File: src/rtl/asg_pkg.sv
// Package: shared types and default parameters for the alternating step generator.
// Assumes: nothing beyond IEEE 1800-2017.
package asg_pkg;

    // Which data register a control bit selects.
    typedef enum logic {
        PICK_A = 1'b0,
        PICK_B = 1'b1
    } pick_e;

    // Default lengths of the three registers.
    localparam int unsigned CTRL_LEN = 17;
    localparam int unsigned DATA_A_LEN = 11;
    localparam int unsigned DATA_B_LEN = 13;

    // Default Fibonacci tap masks (bit 0 always set, so the step can be inverted).
    localparam logic [CTRL_LEN-1:0]   CTRL_TAPS   = 17'h00009;
    localparam logic [DATA_A_LEN-1:0] DATA_A_TAPS = 11'h005;
    localparam logic [DATA_B_LEN-1:0] DATA_B_TAPS = 13'h001B;

endpackage

File: src/rtl/asg_lfsr.sv
// Module: asg_lfsr
// One Fibonacci LFSR with parallel load and an advance strobe.
// The output is bit 0. On an advance, the register shifts right and the
// XOR of the masked bits enters the top bit. A zero seed is replaced by FILL.
// Assumes: TAP_MASK has bit 0 set and FILL is nonzero, so the all-zero state
// can never be reached.
module asg_lfsr #(
    parameter int unsigned     W        = 11,
    parameter logic [W-1:0]    TAP_MASK = 11'h005,
    parameter logic [W-1:0]    FILL     = 11'h001
) (
    input  logic         clk,
    input  logic         rst_n,
    input  logic         load,
    input  logic [W-1:0] seed,
    input  logic         adv,
    output logic         out_bit,
    output logic         peek_bit
);

    logic [W-1:0] state_q;
    logic [W-1:0] state_nxt;
    logic [W-1:0] seed_eff;
    logic         fb;

    // Feedback and shifted next state.
    always_comb begin
        fb        = ^(state_q & TAP_MASK);
        state_nxt = {fb, state_q[W-1:1]};
    end

    // Substitute the fill value for an all-zero seed.
    always_comb begin
        seed_eff = (seed == '0) ? FILL : seed;
    end

    // State register: reset, load, advance or hold.
    always_ff @(posedge clk) begin
        if (!rst_n) begin
            state_q <= FILL;
        end else if (load) begin
            state_q <= seed_eff;
        end else if (adv) begin
            state_q <= state_nxt;
        end
    end

    // Current output and the output after this cycle's advance.
    always_comb begin
        out_bit  = state_q[0];
        peek_bit = adv ? state_nxt[0] : state_q[0];
    end

    AST_NO_LOCKUP: assert property (@(posedge clk) disable iff (!rst_n)
        state_q != '0);

    AST_HOLD_IDLE: assert property (@(posedge clk) disable iff (!rst_n)
        (!adv && !load) |=> $stable(state_q));

    AST_SHIFT_RIGHT: assert property (@(posedge clk) disable iff (!rst_n)
        (adv && !load) |=> state_q[W-2:0] == $past(state_q[W-1:1]));

    AST_ZERO_SEED: assert property (@(posedge clk) disable iff (!rst_n)
        (load && seed == '0) |=> state_q == FILL);

endmodule

File: src/rtl/asg_step_ctrl.sv
// Module: asg_step_ctrl
// Decides which registers advance in the current cycle. A step happens when
// step_en is high and load is low. The control register always advances on a
// step, and the control bit picks exactly one data register.
// Assumes: c_bit is the control register's current output bit.
module asg_step_ctrl
    import asg_pkg::*;
(
    input  logic clk,
    input  logic rst_n,
    input  logic step_en,
    input  logic load,
    input  logic c_bit,
    output logic fire,
    output logic adv_c,
    output logic adv_a,
    output logic adv_b
);

    pick_e pick;

    // Qualify the step and select a data register.
    always_comb begin
        fire  = step_en & ~load;
        pick  = pick_e'(c_bit);
        adv_c = fire;
        adv_a = fire & (pick == PICK_A);
        adv_b = fire & (pick == PICK_B);
    end

    AST_ONE_DATA_STEP: assert property (@(posedge clk) disable iff (!rst_n)
        $onehot0({adv_a, adv_b}));

    AST_B_ON_ONE: assert property (@(posedge clk) disable iff (!rst_n)
        adv_b |-> c_bit);

    AST_NO_STEP_IN_LOAD: assert property (@(posedge clk) disable iff (!rst_n)
        load |-> !(adv_a || adv_b || adv_c));

endmodule

File: src/rtl/asg_out_reg.sv
// Module: asg_out_reg
// Registers the keystream bit and its valid flag. The valid flag follows
// each step by one cycle. The bit holds its value between steps.
// Assumes: a_peek and b_peek are the data outputs after this cycle's advance.
module asg_out_reg (
    input  logic clk,
    input  logic rst_n,
    input  logic fire,
    input  logic load,
    input  logic a_peek,
    input  logic b_peek,
    output logic ks_bit,
    output logic ks_valid
);

    // Capture one keystream bit per step.
    always_ff @(posedge clk) begin
        if (!rst_n) begin
            ks_bit   <= 1'b0;
            ks_valid <= 1'b0;
        end else begin
            ks_valid <= fire;
            if (fire) begin
                ks_bit <= a_peek ^ b_peek;
            end
        end
    end

    AST_VALID_AFTER_STEP: assert property (@(posedge clk) disable iff (!rst_n)
        fire |=> ks_valid);

    AST_NO_VALID_AFTER_LOAD: assert property (@(posedge clk) disable iff (!rst_n)
        load |=> !ks_valid);

    AST_BIT_HELD: assert property (@(posedge clk) disable iff (!rst_n)
        !fire |=> $stable(ks_bit));

endmodule

File: src/rtl/asg_keystream.sv
// Module: asg_keystream
// Top of the alternating step keystream generator. A control LFSR picks
// which of two data LFSRs advances on each step. The registered output
// is the XOR of the two data outputs after that advance.
// Assumes: seeds are presented together with load. Zero seeds are replaced.
module asg_keystream
    import asg_pkg::*;
#(
    parameter int unsigned              LEN_C  = CTRL_LEN,
    parameter int unsigned              LEN_A  = DATA_A_LEN,
    parameter int unsigned              LEN_B  = DATA_B_LEN,
    parameter logic [LEN_C-1:0]         TAPS_C = CTRL_TAPS,
    parameter logic [LEN_A-1:0]         TAPS_A = DATA_A_TAPS,
    parameter logic [LEN_B-1:0]         TAPS_B = DATA_B_TAPS
) (
    input  logic             clk,
    input  logic             rst_n,
    input  logic             load,
    input  logic [LEN_C-1:0] seed_c,
    input  logic [LEN_A-1:0] seed_a,
    input  logic [LEN_B-1:0] seed_b,
    input  logic             step_en,
    output logic             ks_bit,
    output logic             ks_valid
);

    localparam logic [LEN_C-1:0] FILL_C = LEN_C'(1);
    localparam logic [LEN_A-1:0] FILL_A = LEN_A'(1);
    localparam logic [LEN_B-1:0] FILL_B = LEN_B'(1);

    logic fire, adv_c, adv_a, adv_b;
    logic c_bit, c_peek;
    logic a_bit, a_peek;
    logic b_bit, b_peek;

    // Control register: steps on every enabled step.
    asg_lfsr #(.W(LEN_C), .TAP_MASK(TAPS_C), .FILL(FILL_C)) u_ctrl (
        .clk(clk), .rst_n(rst_n), .load(load), .seed(seed_c),
        .adv(adv_c), .out_bit(c_bit), .peek_bit(c_peek)
    );

    // Data register A: advances when the control bit is 0.
    asg_lfsr #(.W(LEN_A), .TAP_MASK(TAPS_A), .FILL(FILL_A)) u_data_a (
        .clk(clk), .rst_n(rst_n), .load(load), .seed(seed_a),
        .adv(adv_a), .out_bit(a_bit), .peek_bit(a_peek)
    );

    // Data register B: advances when the control bit is 1.
    asg_lfsr #(.W(LEN_B), .TAP_MASK(TAPS_B), .FILL(FILL_B)) u_data_b (
        .clk(clk), .rst_n(rst_n), .load(load), .seed(seed_b),
        .adv(adv_b), .out_bit(b_bit), .peek_bit(b_peek)
    );

    // Step decision.
    asg_step_ctrl u_ctrl_dec (
        .clk(clk), .rst_n(rst_n), .step_en(step_en), .load(load),
        .c_bit(c_bit), .fire(fire), .adv_c(adv_c), .adv_a(adv_a), .adv_b(adv_b)
    );

    // Output register.
    asg_out_reg u_out (
        .clk(clk), .rst_n(rst_n), .fire(fire), .load(load),
        .a_peek(a_peek), .b_peek(b_peek), .ks_bit(ks_bit), .ks_valid(ks_valid)
    );

    AST_KS_MATCHES_DATA: assert property (@(posedge clk) disable iff (!rst_n)
        ks_valid |-> ks_bit == (a_bit ^ b_bit));

    AST_CTRL_ADVANCES: assert property (@(posedge clk) disable iff (!rst_n)
        adv_c |=> c_bit == $past(c_peek));

endmodule

File: config.mk
export PLATFORM = sky130hd
export DESIGN_NAME = asg_keystream
export DESIGN_NICKNAME = d
export VERILOG_FILES = /design/src/rtl/asg_pkg.sv /design/src/rtl/asg_lfsr.sv /design/src/rtl/asg_step_ctrl.sv /design/src/rtl/asg_out_reg.sv /design/src/rtl/asg_keystream.sv
export SDC_FILE = /design/constraint.sdc
export NUM_CORES = 1
export LEC_CHECK = 0
export ABC_CLOCK_PERIOD_IN_PS = 1370
export BUFFER_PORTS_ARGS = -buffer_cell sky130_fd_sc_hd__buf_4
export CAP_MARGIN = 20
export CORE_MARGIN = 3
export CORE_UTILIZATION = 54
export DETAILED_ROUTE_END_ITERATION = 10
export GPL_TIMING_DRIVEN = 0
export PLACE_DENSITY = 0.81
export SYNTH_ARGS = -nofsm -noshare
export SYNTH_HDL_FRONTEND = slang
export SYNTH_SLANG_ARGS = --single-unit
File: constraint.sdc
create_clock -name clk -period 1.37 [get_ports clk]
set_input_delay 0.0685 -clock clk [delete_from_list [all_inputs] [get_ports clk]]
set_output_delay 0.0685 -clock clk [all_outputs]
set_load 0.01 [all_outputs]
### Yosys cells after proc, flatten, opt, wreduce, memory -nomap -nowiden

Index checks and enable logic that the tools add are counted.

| word-level totals | value |
|---|---|
| word-level logic and storage cells | 31 |
| input port bits | 45 |
| output and inout port bits | 2 |
| bits in registers | 43 |

| cells by class | value |
|---|---|
| multiplexer cells | 11 |
| bitwise logic cells | 6 |
| reduce and logical (&&, ||, !) cells | 9 |

Operator list:

| cell | number |
|---|---|
| 2-to-1 mux 17 bit | 3 |
| 2-to-1 mux 13 bit | 3 |
| 2-to-1 mux 11 bit | 3 |
| zero test 17 bit | 1 |
| parity 17 bit | 1 |
| zero test 13 bit | 1 |
| parity 13 bit | 1 |
| zero test 11 bit | 1 |
| parity 11 bit | 1 |
| nonzero test 2 bit | 3 |
| AND 1 bit | 3 |
| 2-to-1 mux 1 bit | 2 |
| inverter 1 bit | 2 |
| XOR 1 bit | 1 |

### Longest topological paths before layout

| logic depth | value |
|---|---|
| word-level depth | 5 |
| gate-level depth with buffers | 7 |
| mapped depth without buffers | 4 |

### Modules after synthesis

From an unflattened synthesis, not the netlist that was laid out.

| unflattened totals | value |
|---|---|
| cell total of the unflattened synthesis | 228 |
| area, all modules | 2195.9 µm² |

Modules (own cells, without submodules):

| module | times used | cells each | sequential area each (µm²) | area an instance (µm²) |
|---|---|---|---|---|
| asg_lfsr at u_ctrl | 1 | 85 | 340.3 | 850.8 |
| asg_lfsr at u_data_b | 1 | 68 | 260.2 | 684.4 |
| asg_lfsr at u_data_a | 1 | 65 | 220.2 | 560.5 |
| asg_out_reg | 1 | 6 | 40.0 | 65.1 |
| asg_step_ctrl | 1 | 4 | 0.0 | 35.0 |

### Least setup slack after synthesis

Ideal clock, no wire load.

| timing | value |
|---|---|
| kind | reg-to-reg |
| start point | register u_ctrl.state_q[0] |
| end point | register u_data_a.state_q[2] |
| period minus slack after synthesis | 1.217 ns |
| path slack | 0.153 ns |
| required time | 1.253 ns |
| setup time | 0.117 ns |
| buffers on the path | 3 |
| stages on the path, launching flop included | 8 |
| arrival time | 1.101 ns |
| path through | dfxtp_1 -> buf_4 -> nor2b_4 -> buf_6 -> buf_6 -> mux2i_1 -> nand2_1 -> o211a_1 |

| on the way | value |
|---|---|
| cells in the longest elaborated chain, start to end | 3 |

RTL lines:

| element | RTL line | source |
|---|---|---|
| start: declaration | asg_lfsr.sv:21 | `logic [W-1:0] state_q;` |
| start signal: assignment | asg_lfsr.sv:44 | `state_q <= state_nxt;` |
| inverter 1 bit | asg_step_ctrl.sv:27 | `adv_a = fire & (pick == PICK_A);` |
| AND 1 bit | asg_step_ctrl.sv:27 |  |
| nonzero test 2 bit (no source line) | - |  |
| end signal: assignment | asg_lfsr.sv:44 |  |
| end: declaration | asg_lfsr.sv:21 |  |

No other way between the ends.
A chain may end at the register's enable or synchronous reset.

### Final worst setup path

| timing | value |
|---|---|
| start point | register u_ctrl.state_q[0] |
| end point | register u_data_a.state_q[9] |

The elaborated chain is that of the path after synthesis.

==> results.yml <==
cts:
  clkTransAtPathRegs_ns: 0.07
  ctsLongestPathBuffers: 2
  cts_tree: "yes"
  clkSinkCount: 43
  root_buffer: "clkbuf_8"
  h-tree-depth: 2
  clkLatencyLatePin_ns: 0.29
  cts_made_buffers: 5
global_routing:
  grt_max_degree: 12
  antenna_found_initial: 0
  grt_usage_pct: 21.48
  grt_pass1_wl_um: 8404
  overflow: 0
  grt_pass1_vias: 1857
detailed_routing:
  drt_pass1_iterations: 4
  wl_per_cell_um: 14.82
  drtIter0Drc: 118
  drtAntennaViolNets: 0
  wirelength_um: 4921
  vias: 1831
  viasPerCell: 5.515
  drcViolationCount: 0
yosys:
  syn-num-nets: 279
  synth_cell_types: 32
  synth-seq-area-share_pct: 39.70
  yosysTopAreaCellShare_pct: 39.70
  avgSynthCellArea_um2: 9.266
  synthArstFlopShare_pct: 0
  netlist_area_um2: 2168
  synth_seq_cells: 43
  netlist_top_cells_area: "dfxtp_1 40%, mux2i_1 17%, o211a_1 11%, nand2_1 7.4%, and2_1 2.9%"
  synth-edff-count: 0
  yosys.area.top_type: "dfxtp_1"
  synthFlopType: "dfxtp_1"
  syn_inst: 234
  ys_warn_count: 0
pwr:
  pwr-share-comb_pct: 19.5
  internal-power_mw: 1.955
  clkPwrFrac_pct: 27.9
  seqPwrFrac_pct: 52.6
  power_density_nw_per_um2: 999.8
  p_leak_nw: 1.331
  netSwitchingFraction_pct: 26.29
  p_sw_uw: 697.3
  ir_drop_mv: 0.8260
worst_setup_path:
  worstSetupStartpointType: "register"
  critPathRequiredTime_ns: 1.56
  crit_slowest_cell: "dfxtp_1"
  r2r-end: "u_data_a.state_q[9]"
  r2r-start: "u_ctrl.state_q[0]"
  reg2reg_setup_slack_ns: 0.11
  r2r_cells: 6
  critPathKind: "reg2reg"
  path_cells: "buf_4 -> nor2b_4 -> buf_6 -> mux2i_1 -> nand2_1 -> o211a_1"
  path_max_fanout: 13
  cp-end-kind: "register"
  crit_arrival_ns: 1.45
  slowest_delay_ns: 0.30
die:
  rows: 22
  pin_count: 47
  coreArea_um2: 3771
  chipHeight_um: 69.37
  start_util_pct: 57.50
  fp.dieW_um: 69.37
  die-area_um2: 4812
sta:
  hold_viol: 0
  fin_crit_sh_pct: 91.84
  worst_slew_pin_slew_ns: 0.5392
  holdWs_ns: 0.002878
  slew_violations: 0
  tns_ns: 0
  relSlewSlack_pct: 64.05
  grt_setup_unrepaired: "false"
  period_needed_ns: 1.258
  final.setup_skew_ns: 0.003123
  setup_viol: 0
  fmax_mhz: 794.8
outcome:
  status: "finished, final reports clean"
hold_path:
  worstHoldStart: "seed_c[12]"
  whs_endpoint: "u_ctrl.state_q[12]"
  hold_class: "in2reg"
  whs_path_depth: 2
layout:
  stdcell_count: 332
  num_antenna_cells: 0
  syn_to_final_growth_pct: 22.33
  multi_input_area_um2: 1202
  layout-drive-gt1-share_pct: 22.54
  n_fill_cell: 323
  regArea_um2: 860.8
  final_cell_area_um2: 2653
  nets: 330
  finish.utilization_pct: 70.34
placement:
  placed_area_um2: 2559
  io_buffer_count: 44
  place_hpwl_um: 3635
  place_inst: 326
  gp_congestion: 0.8209
job:
  drv_cap: 0
[repair_timing]
| action | in CTS | in global routing |
|---|---|---|
| buffers inserted | 0 | 0 |
| setup endpoints to repair | 0 | 9 |
| gates resized for setup | 0 | 4 |
| hold buffers | 1 | 0 |
| endpoints found under the hold margin | 1 | 0 |
[state kept, by name, indices dropped and copies added (netlist names)]
signal / flops
u_out.ks_bit: 1
u_data_a.state_q: 11
u_out.ks_valid: 1
u_data_b.state_q: 13
u_ctrl.state_q: 17
[synth_stat cells (all sizes together), types with 2 or more instances]
master	number
nand2	44
dfxtp	43
mux2i	36
o211a	23
o21ai	13
buf	12
and2	10
clkbuf	9
nor4	8
nand3	5
xnor2	5
a21oi	4
nand4	4
o211ai	4
nor2b	2
xor2	2
[power groups by stage]
stage / clock, mW / combinational, mW / sequential (mW)
2_1_floorplan: 0 / 0.323 / 1.41
6_report: 0.740 / 0.516 / 1.40
3_5_place_dp: 0 / 0.500 / 1.42
5_1_grt: 0.789 / 0.573 / 1.41
4_1_cts: 0.742 / 0.506 / 1.40
3_3_place_gp: 0 / 0.492 / 1.42
[area by class of cell]
cell class	instances	area share (%)
plain buffers	20	4.245
repair buffers	45	12.83
clock buffers	6	2.736
multi-input cells	169	45.33
flip-flops and latches	43	32.45
well taps	48	2.264
inverters	1	0.1415
[worst max-delay path, delay by kind of cell, from the launching register on]
| family | cells | cell delay (ns) |
|---|---|---|
| mux | 1 | 0.21 |
| flops | 1 | 0.30 |
| buf+inv | 2 | 0.35 |
| simple gates | 2 | 0.19 |
| compound gates | 1 | 0.10 |
[layer usage]
| layer | global-route usage, % | up-vias | wire, um |
|---|---|---|---|
| met5 | 0 | - | 0 |
| met4 | 8.243 | 0 | 91 |
| met3 | 6.232 | 9 | 259 |
| met2 | 34.53 | 55 | 2305 |
| met1 | 27.09 | 831 | 2264 |
| li1 | - | 936 | - |
[per-stage QoR]
step	setup WS [ns]	total power [mW]
2_1_floorplan	0.1529	1.734
3_3_place_gp	0.06968	1.914
3_5_place_dp	0.02916	1.925
4_1_cts	0.01302	2.643
5_1_grt	0.01996	2.769
6_report	0.1118	2.652
[logic make-up after synthesis]
logic type                Yosys count  synth area share (%)
xor gates and xnor gates            7                 2.828
DFF                                43                 39.70
AOI/OAI and AO/OA                  47                 16.97
and+or+nand+nor                    79                 18.41
muxes                              36                 16.62
buffers and inverters              22                 5.482
[placed cells by master, fill, tap and decap left out, types with 2 or more instances in the layout]
cell,count
a21oi_1,4
and2_1,10
buf_2,8
buf_4,45
clkbuf_1,10
clkbuf_8,5
dfxtp_1,43
mux2i_1,36
nand2_1,43
nand3_1,5
nand4_1,4
nor4_1,7
o211a_1,23
o211ai_1,4
o21ai_0,12
xnor2_1,5
xor2_1,2
[worst max path at each step]
stage / from / endpoint / slack [ns] / cells past startpoint
2_1_floorplan: u_ctrl.state_q[0] / u_data_a.state_q[2] / 0.15 / 7
3_3_place_gp: u_ctrl.state_q[0] / u_data_b.state_q[7] / 0.07 / 6
3_5_place_dp: u_ctrl.state_q[0] / u_data_b.state_q[5] / 0.03 / 6
4_1_cts: u_ctrl.state_q[0] / u_data_b.state_q[5] / 0.01 / 6
5_1_grt: u_ctrl.state_q[0] / u_data_b.state_q[5] / 0.02 / 6
6_report: u_ctrl.state_q[0] / u_data_a.state_q[9] / 0.11 / 6
Note: power is estimated with default switching activity, not from simulation.
